## config.mk

```make
export PLATFORM = sky130hd
export DESIGN_NAME = cap_learn_ctrl
export DESIGN_NICKNAME = d
export VERILOG_FILES = /design/src/rtl/cl_pkg.sv /design/src/rtl/cl_accum.sv /design/src/rtl/cl_calc.sv /design/src/rtl/cl_cyc_ctr.sv /design/src/rtl/cap_learn_ctrl.sv
export SDC_FILE = /design/constraint.sdc
export NUM_CORES = 1
export LEC_CHECK = 0
export BUFFER_PORTS_ARGS = -buffer_cell sky130_fd_sc_hd__clkbuf_2
export CAP_MARGIN = 30
export CELL_PAD_IN_SITES_DETAIL_PLACEMENT = 2
export CELL_PAD_IN_SITES_GLOBAL_PLACEMENT = 2
export CORE_MARGIN = 10
export CORE_UTILIZATION = 30
export DETAILED_ROUTE_END_ITERATION = 8
export HOLD_SLACK_MARGIN = 0.08
export PLACE_DENSITY = 0.8
export SETUP_SLACK_MARGIN = 0.15
export SYNTH_ARGS = -nofsm -noshare
export SYNTH_HDL_FRONTEND = slang
export SYNTH_HIERARCHICAL = 1
export SYNTH_SLANG_ARGS = --single-unit
export TNS_END_PERCENT = 30
```

## constraint.sdc

```tcl
create_clock -name clk -period 4.75 [get_ports clk]
set_input_delay 1.425 -clock clk [delete_from_list [all_inputs] [get_ports clk]]
set_output_delay 1.425 -clock clk [all_outputs]
set_load 0.02 [all_outputs]
```

## src/rtl/cl_pkg.sv

```systemverilog
package cl_pkg;
  typedef enum logic {
    PH_IDLE  = 1'b0,
    PH_ARMED = 1'b1
  } lrn_phase_e;
endpackage

```

## src/rtl/cl_accum.sv

```systemverilog
module cl_accum #(
  parameter int unsigned CAP_W = 16
) (
  input  logic             clk,
  input  logic             rst_n,
  input  logic             clr_i,
  input  logic             tick_i,
  output logic [CAP_W-1:0] tally_o
);
  localparam logic [CAP_W-1:0] TALLY_MAX = {CAP_W{1'b1}};

  logic [CAP_W-1:0] tally_q, tally_d;
  logic             tally_en;

  always_comb begin
    tally_en = clr_i || (tick_i && (tally_q != TALLY_MAX));
    tally_d  = clr_i ? '0 : tally_q + 1'b1;
  end

  always_ff @(posedge clk or negedge rst_n) begin
    if (!rst_n)        tally_q <= '0;
    else if (tally_en) tally_q <= tally_d;
  end

  assign tally_o = tally_q;

  p_tally_sat_r12: assert property (@(posedge clk) disable iff (!rst_n)
    (tally_q == TALLY_MAX && tick_i && !clr_i) |=> (tally_q == TALLY_MAX));
endmodule

```

## src/rtl/cl_calc.sv

```systemverilog
module cl_calc #(
  parameter int unsigned CAP_W    = 16,
  parameter int unsigned ALLOW_SH = 4,
  parameter int unsigned LIMIT_SH = 3
) (
  input  logic [CAP_W-1:0] tally_i,
  input  logic [CAP_W-1:0] old_cap_i,
  output logic [CAP_W-1:0] result_o
);
  localparam logic [CAP_W-1:0] CAP_MAX = {CAP_W{1'b1}};

  logic [CAP_W:0]   sum_w;
  logic [CAP_W-1:0] sum_sat;
  logic [CAP_W-1:0] floor_v;

  always_comb begin
    sum_w    = {1'b0, tally_i} + {1'b0, (old_cap_i >> ALLOW_SH)};
    sum_sat  = sum_w[CAP_W] ? CAP_MAX : sum_w[CAP_W-1:0];
    floor_v  = old_cap_i - (old_cap_i >> LIMIT_SH);
    result_o = (sum_sat < floor_v) ? floor_v : sum_sat;
  end

  always_comb begin
    a_floor_r6: assert (result_o >= old_cap_i - (old_cap_i >> LIMIT_SH));
  end
endmodule

```

## src/rtl/cl_cyc_ctr.sv

```systemverilog
module cl_cyc_ctr #(
  parameter int unsigned CYC_W     = 8,
  parameter int unsigned INACC_CYC = 32
) (
  input  logic             clk,
  input  logic             rst_n,
  input  logic             clr_i,
  input  logic             inc_i,
  output logic [CYC_W-1:0] cnt_o,
  output logic             inacc_o
);
  localparam logic [CYC_W-1:0] CNT_MAX   = {CYC_W{1'b1}};
  localparam logic [CYC_W-1:0] CNT_STALE = CYC_W'(INACC_CYC);

  logic [CYC_W-1:0] cnt_q, cnt_d;
  logic             inacc_q, inacc_d;
  logic             upd_en;

  always_comb begin
    upd_en  = clr_i || inc_i;
    cnt_d   = cnt_q;
    inacc_d = inacc_q;
    if (clr_i) begin
      cnt_d   = '0;
      inacc_d = 1'b0;
    end else if (inc_i) begin
      if (cnt_q != CNT_MAX) cnt_d = cnt_q + 1'b1;
      if (cnt_d >= CNT_STALE) inacc_d = 1'b1;
    end
  end

  always_ff @(posedge clk or negedge rst_n) begin
    if (!rst_n) begin
      cnt_q   <= '0;
      inacc_q <= 1'b1;
    end else if (upd_en) begin
      cnt_q   <= cnt_d;
      inacc_q <= inacc_d;
    end
  end

  assign cnt_o   = cnt_q;
  assign inacc_o = inacc_q;

  p_cnt_sat_r9: assert property (@(posedge clk) disable iff (!rst_n)
    (cnt_q == CNT_MAX && inc_i && !clr_i) |=> (cnt_q == CNT_MAX));
  p_stale_flag_r10: assert property (@(posedge clk) disable iff (!rst_n)
    (cnt_q >= CNT_STALE) |-> inacc_q);
endmodule

```

## src/rtl/cap_learn_ctrl.sv

```systemverilog
module cap_learn_ctrl #(
  parameter int unsigned CAP_W     = 16,
  parameter int unsigned CYC_W     = 8,
  parameter int unsigned INACC_CYC = 32,
  parameter int unsigned ALLOW_SH  = 4,
  parameter int unsigned LIMIT_SH  = 3
) (
  input  logic             clk,
  input  logic             rst_n,
  input  logic [CAP_W-1:0] rem_cap_i,
  input  logic [CAP_W-1:0] lrn_cap_i,
  input  logic             dchg_tick_i,
  input  logic             disq_i,
  input  logic             eod_hit_i,
  input  logic             cyc_done_i,
  output logic [CAP_W-1:0] new_cap_o,
  output logic             vld_dchg_o,
  output logic             cap_inacc_o,
  output logic [CYC_W-1:0] cyc_since_o
);
  import cl_pkg::*;

  lrn_phase_e       phase_q, phase_d;
  logic [CAP_W-1:0] base_q;
  logic [CAP_W-1:0] cap_q;
  logic [CAP_W-1:0] tally_w;
  logic [CAP_W-1:0] result_w;
  logic             armed, arm_ev, done_ev, drop_ev;

  always_comb begin
    armed   = (phase_q == PH_ARMED);
    arm_ev  = !armed && (rem_cap_i == lrn_cap_i) && !disq_i;
    drop_ev = armed && disq_i;
    done_ev = armed && eod_hit_i && !disq_i;
    phase_d = phase_q;
    if (arm_ev)                  phase_d = PH_ARMED;
    else if (drop_ev || done_ev) phase_d = PH_IDLE;
  end

  always_ff @(posedge clk or negedge rst_n) begin
    if (!rst_n) phase_q <= PH_IDLE;
    else        phase_q <= phase_d;
  end

  always_ff @(posedge clk or negedge rst_n) begin
    if (!rst_n)      base_q <= '0;
    else if (arm_ev) base_q <= lrn_cap_i;
  end

  always_ff @(posedge clk or negedge rst_n) begin
    if (!rst_n)       cap_q <= '0;
    else if (done_ev) cap_q <= result_w;
  end

  cl_accum #(.CAP_W(CAP_W)) u_accum (
    .clk     (clk),
    .rst_n   (rst_n),
    .clr_i   (arm_ev),
    .tick_i  (armed && dchg_tick_i),
    .tally_o (tally_w)
  );

  cl_calc #(.CAP_W(CAP_W), .ALLOW_SH(ALLOW_SH), .LIMIT_SH(LIMIT_SH)) u_calc (
    .tally_i   (tally_w),
    .old_cap_i (base_q),
    .result_o  (result_w)
  );

  cl_cyc_ctr #(.CYC_W(CYC_W), .INACC_CYC(INACC_CYC)) u_cyc (
    .clk     (clk),
    .rst_n   (rst_n),
    .clr_i   (done_ev),
    .inc_i   (cyc_done_i),
    .cnt_o   (cyc_since_o),
    .inacc_o (cap_inacc_o)
  );

  assign new_cap_o  = cap_q;
  assign vld_dchg_o = armed;

  p_arm_r2: assert property (@(posedge clk) disable iff (!rst_n)
    (!vld_dchg_o && rem_cap_i == lrn_cap_i && !disq_i) |=> vld_dchg_o);
  p_hold_r3: assert property (@(posedge clk) disable iff (!rst_n)
    (vld_dchg_o && !disq_i && !eod_hit_i) |=> vld_dchg_o);
  p_disq_r4: assert property (@(posedge clk) disable iff (!rst_n)
    (vld_dchg_o && disq_i) |=> (!vld_dchg_o && $stable(new_cap_o)));
  p_done_r8: assert property (@(posedge clk) disable iff (!rst_n)
    (vld_dchg_o && eod_hit_i && !disq_i) |=> (!cap_inacc_o && cyc_since_o == '0 && !vld_dchg_o));
  p_idle_eod_r11: assert property (@(posedge clk) disable iff (!rst_n)
    (!vld_dchg_o && eod_hit_i) |=> $stable(new_cap_o));
endmodule

```

==> Implementation_results.wiki, run 1 <==
{| class="wikitable"
! Metric !! Value
|-
| Final critical-path required period || around 4.4 ns
|-
| Sequential cell area || between 0.001 and 0.0015 mm^2
|-
| Antenna Diode Count || 0
|-
| Critical path cell sequence || ha_1 > fa_1 > a211oi_2 > o21ai_1 > o21bai_2 > and2_2 > o22ai_1 > ha_1 > a2111o_1 > o41a_1 > or3_4 > mux2_4 > nand2_1 > nand2_1
|-
| Power share of the sequential group || a little over a third
|-
| Worst hold path cell count || 2
|-
| Slowest-stage cell, CP || fa_1
|-
| Worst Max-Slew Pin Slew || around 0.92 ns
|-
| Area share of the largest cell type after synthesis || around 30%
|-
| Synthesized area || between 0.004 and 0.005 mm^2
|-
| RSZ-0062 raised after global routing || false
|-
| Number of port buffers || 63
|-
| Clock tree root driver cell || clkbuf_16
|-
| Count of filler cells inserted in the layout || between 1,500 and 2,000
|-
| Clock transition at the registers of the reported paths || 0.05 ns
|-
| Number of placement rows || between 40 and 50
|-
| Commonest cells after routing, fill and taps aside || nand2_1 (67), clkbuf_2 (63), dfrtp_1 (57), ha_1 (42), nor2_1 (34)
|-
| Worst hold path startpoint || new_cap_o[15]
|-
| Reg2Reg Setup Slack || approximately 0.34 ns
|-
| FF-to-FF Start || u_accum/tally_o[0]
|-
| Die area || around 0.021 mm^2
|-
| TritonCTS sink count || 58
|-
| Async set-reset flop share out of synthesis || 100%
|-
| Number of buffers on the longest clock path || 2
|-
| Via count of the first global-routing pass || about 4,900
|-
| Seq cells post-synth || a little under 60
|-
| Worst clock skew || 0.00437 ns
|-
| Result of the run || completed
|-
| TritonCTS clock tree || built
|-
| Critical-path maximum fanout || 8
|-
| Final weighted congestion in routability-driven placement || approximately 0.93
|-
| Total number of vias || 4,335
|-
| Final max-slew violation count || 0
|-
| Part of the Yosys area used for sequential elements || between 30% and 40%
|-
| Post-detailed-route DRC marker count || 0
|-
| Path category of the worst min-delay check || register to register
|-
| Grt total ovfl || 0
|-
| Number of buffers inserted during clock tree synthesis || 9
|-
| Detailed-routing iteration count for the pre-antenna-repair pass || 4
|-
| Fraction of power consumed by combinational cells || ~16%
|-
| Initial antenna violation count || 0
|-
| Via density per instance || 5.20
|-
| Number of synthesized flops with an enable pin || 0
|-
| 1st-iter DRT viols || around 220
|-
| Half-perimeter wire length of the detailed placement result || approximately 13,000 um
|-
| WP data required || ~5.0 ns
|-
| Delay of the slowest cell on the worst path || between 0.4 and 0.5 ns
|-
| Pwr Density || 276 mW/mm^2
|-
| Largest net degree at the start of global routing || 34
|-
| Endpoint of the worst register-to-register path || new_cap_o[1]
|-
| Maximum frequency from static timing analysis || between 0.2 and 0.25 GHz
|-
| Relative slew slack || 38.8%
|-
| Syn Inst Count || between 500 and 600
|-
| Worst-case reg-to-reg path depth || 14
|-
| Power dissipated by switching net loads || 461 uW
|-
| Share of power burned in the clock network || 48.1%
|-
| Yosys synthesis warning count || 6
|-
| Final Hold Fails || 0
|-
| Total track usage || 15.5%
|-
| Maximum Capacitance Violations || 0
|-
| Most common cell after layout, fill and taps aside || nand2_1
|-
| Final WS setup || between 0.3 and 0.4 ns
|-
| Net count after synthesis || between 600 and 700
|-
| Routing usage on met2 || 27.2%
|-
| Met1 track demand over resource || 18.4%
|-
| Fraction of final layout cells sized beyond drive strength 1 || 20.7%
|-
| Area contributors post-synth || dfrtp_1 (30%), ha_1 (11%), nand2_1 (5.2%)
|-
| Placeable core region || approximately 0.016 mm^2
|-
| Clock latency on the worst-skew pair || roughly 0.35 ns
|-
| Post-layout net count || approximately 700
|-
| Starting density of the core || 30.4%
|-
| IR drop worst, VDD || roughly 0.14 mV
|-
| Sort of element at the end of the critical path || register
|-
| Leading area contributor after synthesis || dfrtp_1
|-
| Post-layout util || a little under two fifths
|-
| Internal power || 1.14 mW
|-
| Sum of routed wire length over all layers || roughly 16,000 um
|-
| Gr busiest metal || met2
|-
| Type of the worst setup path || register to register
|-
| Synth cell types || 66
|-
| Top_reg_cell synth || dfrtp_1
|-
| CP Data Arrival Time || approximately 4.6 ns
|-
| Number of levels in the clock H-tree || 3
|-
| Leakage Power || approximately 2.8 nW
|-
| Hold EP || new_cap_o[15]
|-
| Layout area overhead || 20.8%
|-
| Crit share post-route || a little over 90%
|-
| Vertical extent of the die || around 150 um
|-
| Net switching fraction of the power || around 29%
|-
| Cts hold-fix bufs || 0
|-
| Detail-routed net length per standard cell || 19.3 um
|-
| First-pass GRT wire length || 27,000 um
|-
| DIE WIDTH || 146 um
|-
| Worst hold slack || around 0.48 ns
|-
| Worst setup timing slack at the placement stage || -0.0177 ns
|-
| Syn Area/Cell || 8.97 um^2
|-
| Area of the multi-input gates || between 0.003 and 0.004 mm^2
|-
| Met3 global-route usage || between 3 and 4%
|-
| Number of top-level pins || 64
|-
| Number of setup violations in the final report || 0
|-
| Remaining antenna violation count after routing || 0
|-
| Element type at the critical path start || register
|}
-- worst max path at each step --
| stage | from | endpoint | slack, ns | depth (start not counted) |
|---|---|---|---|---|
| after floorplan | u_accum/tally_o[0] | new_cap_o[1] | 0.74 | 18 |
| after global placement | u_accum/tally_o[0] | new_cap_o[1] | 0.30 | 16 |
| after detailed placement | u_accum/tally_o[0] | new_cap_o[2] | -0.02 | 16 |
| after CTS | u_accum/tally_o[0] | new_cap_o[1] | 0.22 | 14 |
| after global routing | base_q[0] | new_cap_o[2] | 0.15 | 19 |
| final | u_accum/tally_o[0] | new_cap_o[1] | 0.34 | 14 |
-- synthesized netlist by cell type (all sizes together) (2+ instances only) --
| master | n |
|---|---|
| and3 | 5 |
| nor4 | 6 |
| and2 | 4 |
| nand2 | 67 |
| and4 | 2 |
| nor2 | 34 |
| o211ai | 5 |
| nand2b | 6 |
| mux2i | 15 |
| xor2 | 14 |
| or3 | 5 |
| or2 | 3 |
| o21a | 7 |
| nor3 | 10 |
| o2111ai | 2 |
| nor2b | 7 |
| inv | 33 |
| mux2 | 22 |
| o21ai | 24 |
| ha | 42 |
| nand4 | 16 |
| o31a | 2 |
| o31ai | 9 |
| xnor2 | 27 |
| fa | 2 |
| a31oi | 3 |
| nand3 | 15 |
| dfrtp | 57 |
| clkbuf | 5 |
| o21bai | 2 |
| a21oi | 33 |
| o41ai | 2 |
| a21o | 8 |
| a211oi | 12 |
| buf | 6 |
| or4 | 9 |
-- registers in the layout (all words and copies together) (netlist names) --
signal and cells:
new_cap_o 16, u_cyc/cnt_o 8, u_accum/tally_o 16, base_q 16, u_cyc/inacc_o 1, vld_dchg_o 1
-- per-layer routing --
layer  share of wire (%)  wire (um)
met1                  44       7150
met2                  51       8170
met3                 3.5        570
met4                 1.3        204
met5                   0          0
-- worst max-delay path, delay by kind of cell (launching register included) --
family | cells | cell delay (ns)
adders and majority gates | 3 | 1.09
DFF | 1 | 0.44
AOI/OAI and AO/OA | 6 | 1.62
and+or+nand+nor | 4 | 0.80
muxes | 1 | 0.32
-- area by class of cell --
type	instances	area share, %
repair buffers	78	7.61
clock inverters	7	2.01
clock buffers	9	3.89
flip-flops and latches	58	25.1
well taps	216	4.67
inverters	34	2.20
multi-input cells	431	54.5
-- stage by stage --
stage	power, mW	instance area [um^2]	std cells	TNS [ns]
2_1_floorplan	0.729	4790	534	0
3_3_place_gp	0.818	5390	813	0
3_5_place_dp	0.831	5390	813	-0.0341
4_1_cts	1.62	5740	829	0
5_1_grt	1.68	5790	833	0
6_report	1.60	5790	833	0
-- repair_timing --
action,4_1_cts,5_1_grt
cloned,0,0
setup endpoints to repair,14,15
gates resized for setup,2,4
pin swaps,0,1
buffers inserted,0,3
-- power groups by stage --
stage | Combinational, mW | Clock, mW | Sequential, mW
after floorplan | 0.117 | 0 | 0.612
after global placement | 0.234 | 0 | 0.585
after detailed placement | 0.243 | 0 | 0.588
after CTS | 0.254 | 0.786 | 0.583
after global routing | 0.274 | 0.816 | 0.590
final | 0.249 | 0.769 | 0.582
-- cell families after synthesis --
group / Yosys count / synth area share (%)
compound gates: 118 / 16.5
xor+xnor: 41 / 7.49
fa+ha+maj: 44 / 11.8
buf+inv: 45 / 4.15
flops: 58 / 30.3
mux: 37 / 9.16
simple gates: 191 / 20.6
No activity file was read; power rests on OpenSTA's default activity.
==> run 2: changes to the inputs <==
--- a/config.mk
+++ b/config.mk
@@ -5,18 +5,17 @@
 export SDC_FILE = /design/constraint.sdc
 export NUM_CORES = 1
 export LEC_CHECK = 0
-export BUFFER_PORTS_ARGS = -buffer_cell sky130_fd_sc_hd__clkbuf_2
-export CAP_MARGIN = 30
+export BUFFER_PORTS_ARGS = -buffer_cell sky130_fd_sc_hd__buf_2
+export CAP_MARGIN = 10
 export CELL_PAD_IN_SITES_DETAIL_PLACEMENT = 2
 export CELL_PAD_IN_SITES_GLOBAL_PLACEMENT = 2
 export CORE_MARGIN = 10
 export CORE_UTILIZATION = 30
 export DETAILED_ROUTE_END_ITERATION = 8
 export HOLD_SLACK_MARGIN = 0.08
-export PLACE_DENSITY = 0.8
+export PLACE_DENSITY = 0.82
 export SETUP_SLACK_MARGIN = 0.15
 export SYNTH_ARGS = -nofsm -noshare
 export SYNTH_HDL_FRONTEND = slang
-export SYNTH_HIERARCHICAL = 1
 export SYNTH_SLANG_ARGS = --single-unit
 export TNS_END_PERCENT = 30
==> Implementation_results.wiki, run 2 <==
{| class="wikitable"
! Metric !! Value
|-
| # Post-CTS Setup Buffers || 0
|-
| Net count after synthesis || roughly 610
|-
| Reg2Reg Setup Slack || 0.40 ns
|-
| Count of filler cells inserted in the layout || about 1,700
|-
| WP data required || 5.01 ns
|-
| Post-layout net count || roughly 680
|-
| Syn Inst Count || 530
|-
| Grt total ovfl || 0
|-
| Placeable core region || between 0.01 and 0.015 mm^2
|-
| Clock transition at the registers of the reported paths || about 0.050 ns
|-
| Post-detailed-route DRC marker count || 0
|-
| Clock tree root driver cell || clkbuf_16
|-
| CP Data Arrival Time || 4.61 ns
|-
| Element type at the critical path start || register
|-
| Layout area overhead || 18.1%
|-
| Met1 track demand over resource || a little under a fifth
|-
| Remaining antenna violation count after routing || 0
|-
| Most common cell after layout, fill and taps aside || nand2_1
|-
| Launch point of the critical path || u_accum.tally_o[0]
|-
| Final max-slew violation count || 0
|-
| Synth cell count leaders || nand2_1 (67), dfrtp_1 (57), nor2_1 (50)
|-
| Cts hold-fix bufs || 0
|-
| Syn Area/Cell || roughly 8.5 um^2
|-
| Die area || between 0.02 and 0.025 mm^2
|-
| Commonest cells after routing, fill and taps aside || nand2_1 (67), buf_2 (63), dfrtp_1 (57), nor2_1 (50), ha_1 (42)
|-
| Total track usage || between 10% and 20%
|-
| Detail-routed net length per standard cell || 19.0 um
|-
| Crit share post-route || between 90% and 100%
|-
| Via density per instance || between 5 and 6
|-
| Relative slew slack || between 40% and 50%
|-
| Maximum Capacitance Violations || 0
|-
| Result of the run || completed
|-
| Worst clock skew || ~0.011 ns
|-
| TritonCTS sink count || 58
|-
| 1st-iter DRT viols || 133
|-
| FF-to-FF Start || u_accum.tally_o[0]
|-
| Area of the multi-input gates || between 0.002 and 0.003 mm^2
|-
| Path category of the worst min-delay check || register to register
|-
| Number of levels in the clock H-tree || 3
|-
| Area share of the largest cell type after synthesis || a little under a third
|-
| Critical-path maximum fanout || 12
|-
| Fraction of final layout cells sized beyond drive strength 1 || between 10% and 20%
|-
| Starting density of the core || between 30% and 40%
|-
| Number of port buffers || 63
|-
| Seq cells post-synth || between 50 and 60
|-
| Final weighted congestion in routability-driven placement || 0.817
|-
| Critical Path Sink || new_cap_o[4]
|-
| Area contributors post-synth || dfrtp_1 (32%), ha_1 (12%), nand2_1 (5.6%)
|-
| Yosys synthesis warning count || 0
|-
| Sequential cell area || ~0.0015 mm^2
|-
| Worst hold slack || around 0.48 ns
|-
| Number of top-level pins || 64
|-
| Part of the Yosys area used for sequential elements || approximately a third
|-
| Number of placement rows || between 40 and 50
|-
| TritonCTS clock tree || built
|-
| Number of buffers on the longest clock path || 2
|-
| Initial antenna violation count || 0
|-
| Worst-case reg-to-reg path depth || 17
|-
| Routing usage on met2 || 25.1%
|-
| Number of synthesized flops with an enable pin || 0
|-
| Synth cell types || 49
|-
| Final Hold Fails || 0
|-
| Sum of routed wire length over all layers || roughly 15,000 um
|-
| Total negative slack for setup checks || 0 ns
|-
| Number of buffers inserted during clock tree synthesis || 9
|-
| Sort of element at the end of the critical path || register
|-
| Detailed-routing iteration count for the pre-antenna-repair pass || 4
|-
| Half-perimeter wire length of the detailed placement result || ~12,000 um
|-
| Top_reg_cell synth || dfrtp_1
|-
| Leakage Power || 2.65 nW
|-
| Vertical extent of the die || 143 um
|-
| Most frequently used cell type in the post-synthesis netlist || nand2_1
|-
| Met3 global-route usage || about 3.8%
|-
| Endpoint of the worst register-to-register path || new_cap_o[4]
|-
| First-pass GRT wire length || 24,400 um
|-
| DIE WIDTH || ~140 um
|-
| Number of setup violations in the final report || 0
|-
| Clock latency on the worst-skew pair || roughly 0.35 ns
|-
| Async set-reset flop share out of synthesis || 100%
|-
| RSZ-0062 raised after global routing || false
|-
| Gr busiest metal || met2
|-
| Antenna Diode Count || 0
|-
| Largest net degree at the start of global routing || 33
|-
| IR drop worst, VDD || approximately 0.16 mV
|-
| Via count of the first global-routing pass || around 4,600
|-
| Synthesized area || 0.00452 mm^2
|-
| Type of the worst setup path || register to register
|-
| Leading area contributor after synthesis || dfrtp_1
|-
| Worst Max-Slew Pin Slew || a little under 0.9 ns
|-
| Final critical-path required period || around 4.3 ns
|-
| Total number of vias || 4,080
|-
| Pwr Density || 252 mW/mm^2
|-
| Maximum frequency from static timing analysis || ~0.23 GHz
|}
[run 2: cell types whose count changed in the layout (fill, tap and decap cells not counted), sizes merged, moves of 14 or more]
cell	previous run	this run
clkbuf	73	10
buf	14	68
mux2	22	6
nor2	34	50
o21ai	24	40
a21oi	33	19
[run 2: cell families after synthesis]
logic type      share of synthesized area, %
xor+xnor                                10.7
fa+ha+maj                               12.5
flops                                   32.2
buf+inv                                 3.71
compound gates                          15.4
simple gates                            21.7
mux                                     3.80
[run 2: area by class of cell]
class                           instances  area share [%]
Clock buffer                           10            4.48
Clock inverter                          6           0.610
Inverter                               28            1.97
Multi-Input combinational cell        431            54.8
Sequential cell                        58            27.2
Tap cell                              184            4.32
Timing Repair Buffer                   68            6.62
[run 2: worst min path at each step]
stage	start	endpoint	slack, ns	cells past startpoint
global placement	new_cap_o[0]	new_cap_o[0]	0.47	2
global route	new_cap_o[0]	new_cap_o[0]	0.51	2
detailed placement	new_cap_o[0]	new_cap_o[0]	0.47	2
CTS	new_cap_o[0]	new_cap_o[0]	0.48	2
finish	new_cap_o[0]	new_cap_o[0]	0.48	2
floorplan	base_q[2]	base_q[2]	0.45	2
[run 2: worst max-delay path, cell delays in order, from the launching register on]
cell and delay [ns]:
dfrtp_1 0.42, ha_1 0.24, fa_1 0.41, a21oi_1 0.22
nor2_1 0.09, nor3_1 0.27, o31a_2 0.26, or2_4 0.19
buf_4 0.17, nand2_1 0.10, ha_1 0.34, a21oi_1 0.10
o211ai_1 0.23, a31oi_1 0.10, nor4_2 0.33, a21o_4 0.29
mux2_2 0.35, o21ai_0 0.15
[run 2: repair_timing]
action | in CTS | in global routing
gates cloned | 0 | 1
endpoints found under the setup margin | 8 | 16
pin swaps | 0 | 1
resized for setup | 1 | 3
[run 2: metal layers]
metal / vias to the layer above / part of all wire, %
met1: 1997 / 45
li1: 1983 / -
met2: 85 / 48
met5: - / 0
met3: 15 / 5.5
met4: 0 / 1.4
[run 2: report_power, final]
group | switching (mW) | internal (mW)
registers | 0.0365 | 0.522
logic | 0.112 | 0.0768
clock network | 0.234 | 0.361
total | 0.383 | 0.960
[run 2: stage by stage]
stage                     util (%)  instances  total power, mW  worst slack, ns  area (um^2)
final                         36.4        785             1.34            0.400         5330
after global routing          36.4        785             1.41            0.164         5330
after CTS                     36.3        784             1.36            0.228         5310
after detailed placement      34.4        768            0.761           0.0345         5040
after global placement        34.4        768            0.744            0.243         5040
after floorplan                  -        530            0.667            0.819         4520
==> run 3: changes to the inputs <==
--- a/config.mk
+++ b/config.mk
@@ -13,7 +13,7 @@
 export CORE_UTILIZATION = 30
 export DETAILED_ROUTE_END_ITERATION = 8
 export HOLD_SLACK_MARGIN = 0.08
-export PLACE_DENSITY = 0.82
+export PLACE_DENSITY = 0.76
 export SETUP_SLACK_MARGIN = 0.15
 export SYNTH_ARGS = -nofsm -noshare
 export SYNTH_HDL_FRONTEND = slang
==> Implementation_results.wiki, run 3 (same netlist as run 2, synthesis figures left out) <==
{| class="wikitable"
! Metric !! Value
|-
| Result of the run || completed
|-
| Count of filler cells inserted in the layout || approximately 1,700
|-
| Number of top-level pins || 64
|-
| Final WS setup || between 0.4 and 0.5 ns
|-
| Path category of the worst min-delay check || register to register
|-
| Commonest cells after routing, fill and taps aside || nand2_1 (67), buf_2 (63), dfrtp_1 (56), nor2_1 (50), ha_1 (42)
|-
| Total track usage || 15.5%
|-
| Starting density of the core || between 30 and 40%
|-
| Pwr Density || around 260 mW/mm^2
|-
| Post-Layout Inst Area || about 0.0054 mm^2
|-
| Via density per instance || between 5 and 6
|-
| Crit share post-route || between 90% and 100%
|-
| Element type at the critical path start || register
|-
| Critical path cell sequence || inv_1 > ha_1 > nor2b_1 > o31a_1 > nor4_4 > nor3_1 > o41a_1 > mux2i_1 > nand3_1 > ha_1 > a21o_1 > a21o_1 > a21oi_1 > o21ai_0 > a21o_2 > buf_12 > or2_2 > a31oi_1
|-
| TritonCTS sink count || between 50 and 60
|-
| Most common cell after layout, fill and taps aside || nand2_1
|-
| Number of buffers on the longest clock path || 2
|-
| Number of port buffers || between 60 and 70
|-
| Sort of element at the end of the critical path || register
|-
| Slowest-stage cell, CP || o41a_1
|-
| Detailed-routing iteration count for the pre-antenna-repair pass || 4
|-
| Final weighted congestion in routability-driven placement || between 0.8 and 0.9
|-
| Maximum Capacitance Violations || 0
|-
| Placement Cell Area || a little over 0.005 mm^2
|-
| Remaining antenna violation count after routing || 0
|-
| Endpoint of the worst register-to-register path || new_cap_o[12]
|-
| Placeable core region || between 0.01 and 0.015 mm^2
|-
| Critical-path maximum fanout || 13
|-
| Final critical-path required period || approximately 4.3 ns
|-
| IR drop worst, VDD || roughly 0.15 mV
|-
| FF-to-FF Start || base_q[4]
|-
| Area of the multi-input gates || around 0.0029 mm^2
|-
| Worst Max-Slew Pin Slew || around 0.7 ns
|-
| Fraction of final layout cells sized beyond drive strength 1 || between 10% and 20%
|-
| Worst-case reg-to-reg path depth || 18
|-
| Post-detailed-route DRC marker count || 0
|-
| Worst setup timing slack at the placement stage || roughly 0.17 ns
|-
| TritonCTS clock tree || built
|-
| Delay of the slowest cell on the worst path || 0.41 ns
|-
| Layout area overhead || 19.7%
|-
| Reg2Reg Setup Slack || 0.44 ns
|-
| Antenna Diode Count || 0
|-
| Crit path buf inv count || 2
|-
| Sum of routed wire length over all layers || roughly 15,000 um
|-
| Final max-slew violation count || 0
|-
| Largest net degree at the start of global routing || 32
|-
| Vertical extent of the die || ~140 um
|-
| First-pass GRT wire length || 25,100 um
|-
| Launch point of the critical path || base_q[4]
|-
| Total negative slack for setup checks || 0 ns
|-
| Number of buffers inserted during clock tree synthesis || 9
|-
| Sequential cell area || approximately 0.0015 mm^2
|-
| Worst hold slack || ~0.48 ns
|-
| Clock tree root driver cell || clkbuf_16
|-
| Critical Path Sink || new_cap_o[12]
|-
| DIE WIDTH || 143 um
|-
| Clock transition at the registers of the reported paths || around 0.05 ns
|-
| Type of the worst setup path || register to register
|-
| Initial antenna violation count || 1
|-
| Number of placement rows || 44
|-
| WP data required || approximately 5.0 ns
|-
| Half-perimeter wire length of the detailed placement result || about 12,000 um
|-
| Number of levels in the clock H-tree || 3
|-
| Final Hold Fails || 0
|-
| Crit. path cell count || 18
|-
| RSZ-0062 raised after global routing || false
|-
| Worst clock skew || 0.00849 ns
|-
| Number of setup violations in the final report || 0
|-
| Die area || ~0.020 mm^2
|-
| Total number of vias || 4,116
|-
| Clock latency on the worst-skew pair || ~0.35 ns
|-
| CP Data Arrival Time || roughly 4.6 ns
|-
| Leakage Power || between 2 and 3 nW
|-
| Maximum frequency from static timing analysis || roughly 0.23 GHz
|-
| Relative slew slack || 52.0%
|-
| Top Family by Delay on Critical Path || compound AO/OA/AOI/OAI gates
|-
| Via count of the first global-routing pass || roughly 4,700
|-
| 1st-iter DRT viols || roughly 180
|-
| Worst hold path startpoint || new_cap_o[9]
|-
| Detail-routed net length per standard cell || 18.9 um
|-
| Grt total ovfl || 0
|-
| Post-layout net count || 682
|}
-- run 3: repair_timing --
| item | in CTS | in global routing |
|---|---|---|
| cloned | 0 | 0 |
| buffers inserted | 0 | 4 |
| pin swaps | 0 | 1 |
| endpoints found under the setup margin | 1 | 14 |
| hold buffers | 0 | 0 |
| resized for setup | 1 | 4 |
-- run 3: layout make-up --
| type | count | share of cell area (%) |
|---|---|---|
| timing repair buffer | 73 | 7.45 |
| tap | 184 | 4.26 |
| multi-input combinational | 430 | 53.8 |
| sequential | 58 | 26.9 |
| inverter | 28 | 1.94 |
| clock inverter | 5 | 0.972 |
| clock buffer | 11 | 4.67 |
-- run 3: how the worst min path moves through the flow --
stage              endpoint  slack [ns]  cells after the start
2_1_floorplan     base_q[2]        0.45                      2
3_3_place_gp   new_cap_o[2]        0.47                      2
3_5_place_dp   new_cap_o[9]        0.47                      2
4_1_cts        new_cap_o[9]        0.49                      2
5_1_grt        new_cap_o[9]        0.54                      2
6_report       new_cap_o[9]        0.48                      2
-- run 3: report_power, final --
part / internal (mW) / total, mW / switching (mW)
Sequential: 0.522 / 0.560 / 0.0376
Clock: 0.431 / 0.674 / 0.243
Combinational: 0.0769 / 0.189 / 0.113
Total: 1.03 / 1.42 / 0.393
-- run 3: stage by stage --
| step | power, mW | util [%] | instances |
|---|---|---|---|
| 2_1_floorplan | 0.667 | - | 530 |
| 3_3_place_gp | 0.745 | 34.5 | 769 |
| 3_5_place_dp | 0.764 | 34.5 | 769 |
| 4_1_cts | 1.45 | 36.6 | 785 |
| 5_1_grt | 1.50 | 36.9 | 789 |
| 6_report | 1.42 | 36.9 | 789 |
-- run 3: worst min-delay path: cells and delay by family, from the launching register on --
kind            cells  cell delay, ns
flops               1            0.33
compound gates      1            0.06
simple gates        1            0.05
-- run 3: layer usage --
layer | vias up | global-route usage [%] | routed length [um] | part of all wire, %
li1 | 1997 | - | - | -
met5 | - | 0 | 13 | 0.087
met4 | 2 | 6.03 | 292 | 2.0
met1 | 2025 | 18.7 | 6710 | 45
met3 | 22 | 3.95 | 675 | 4.5
met2 | 70 | 26.0 | 7190 | 48
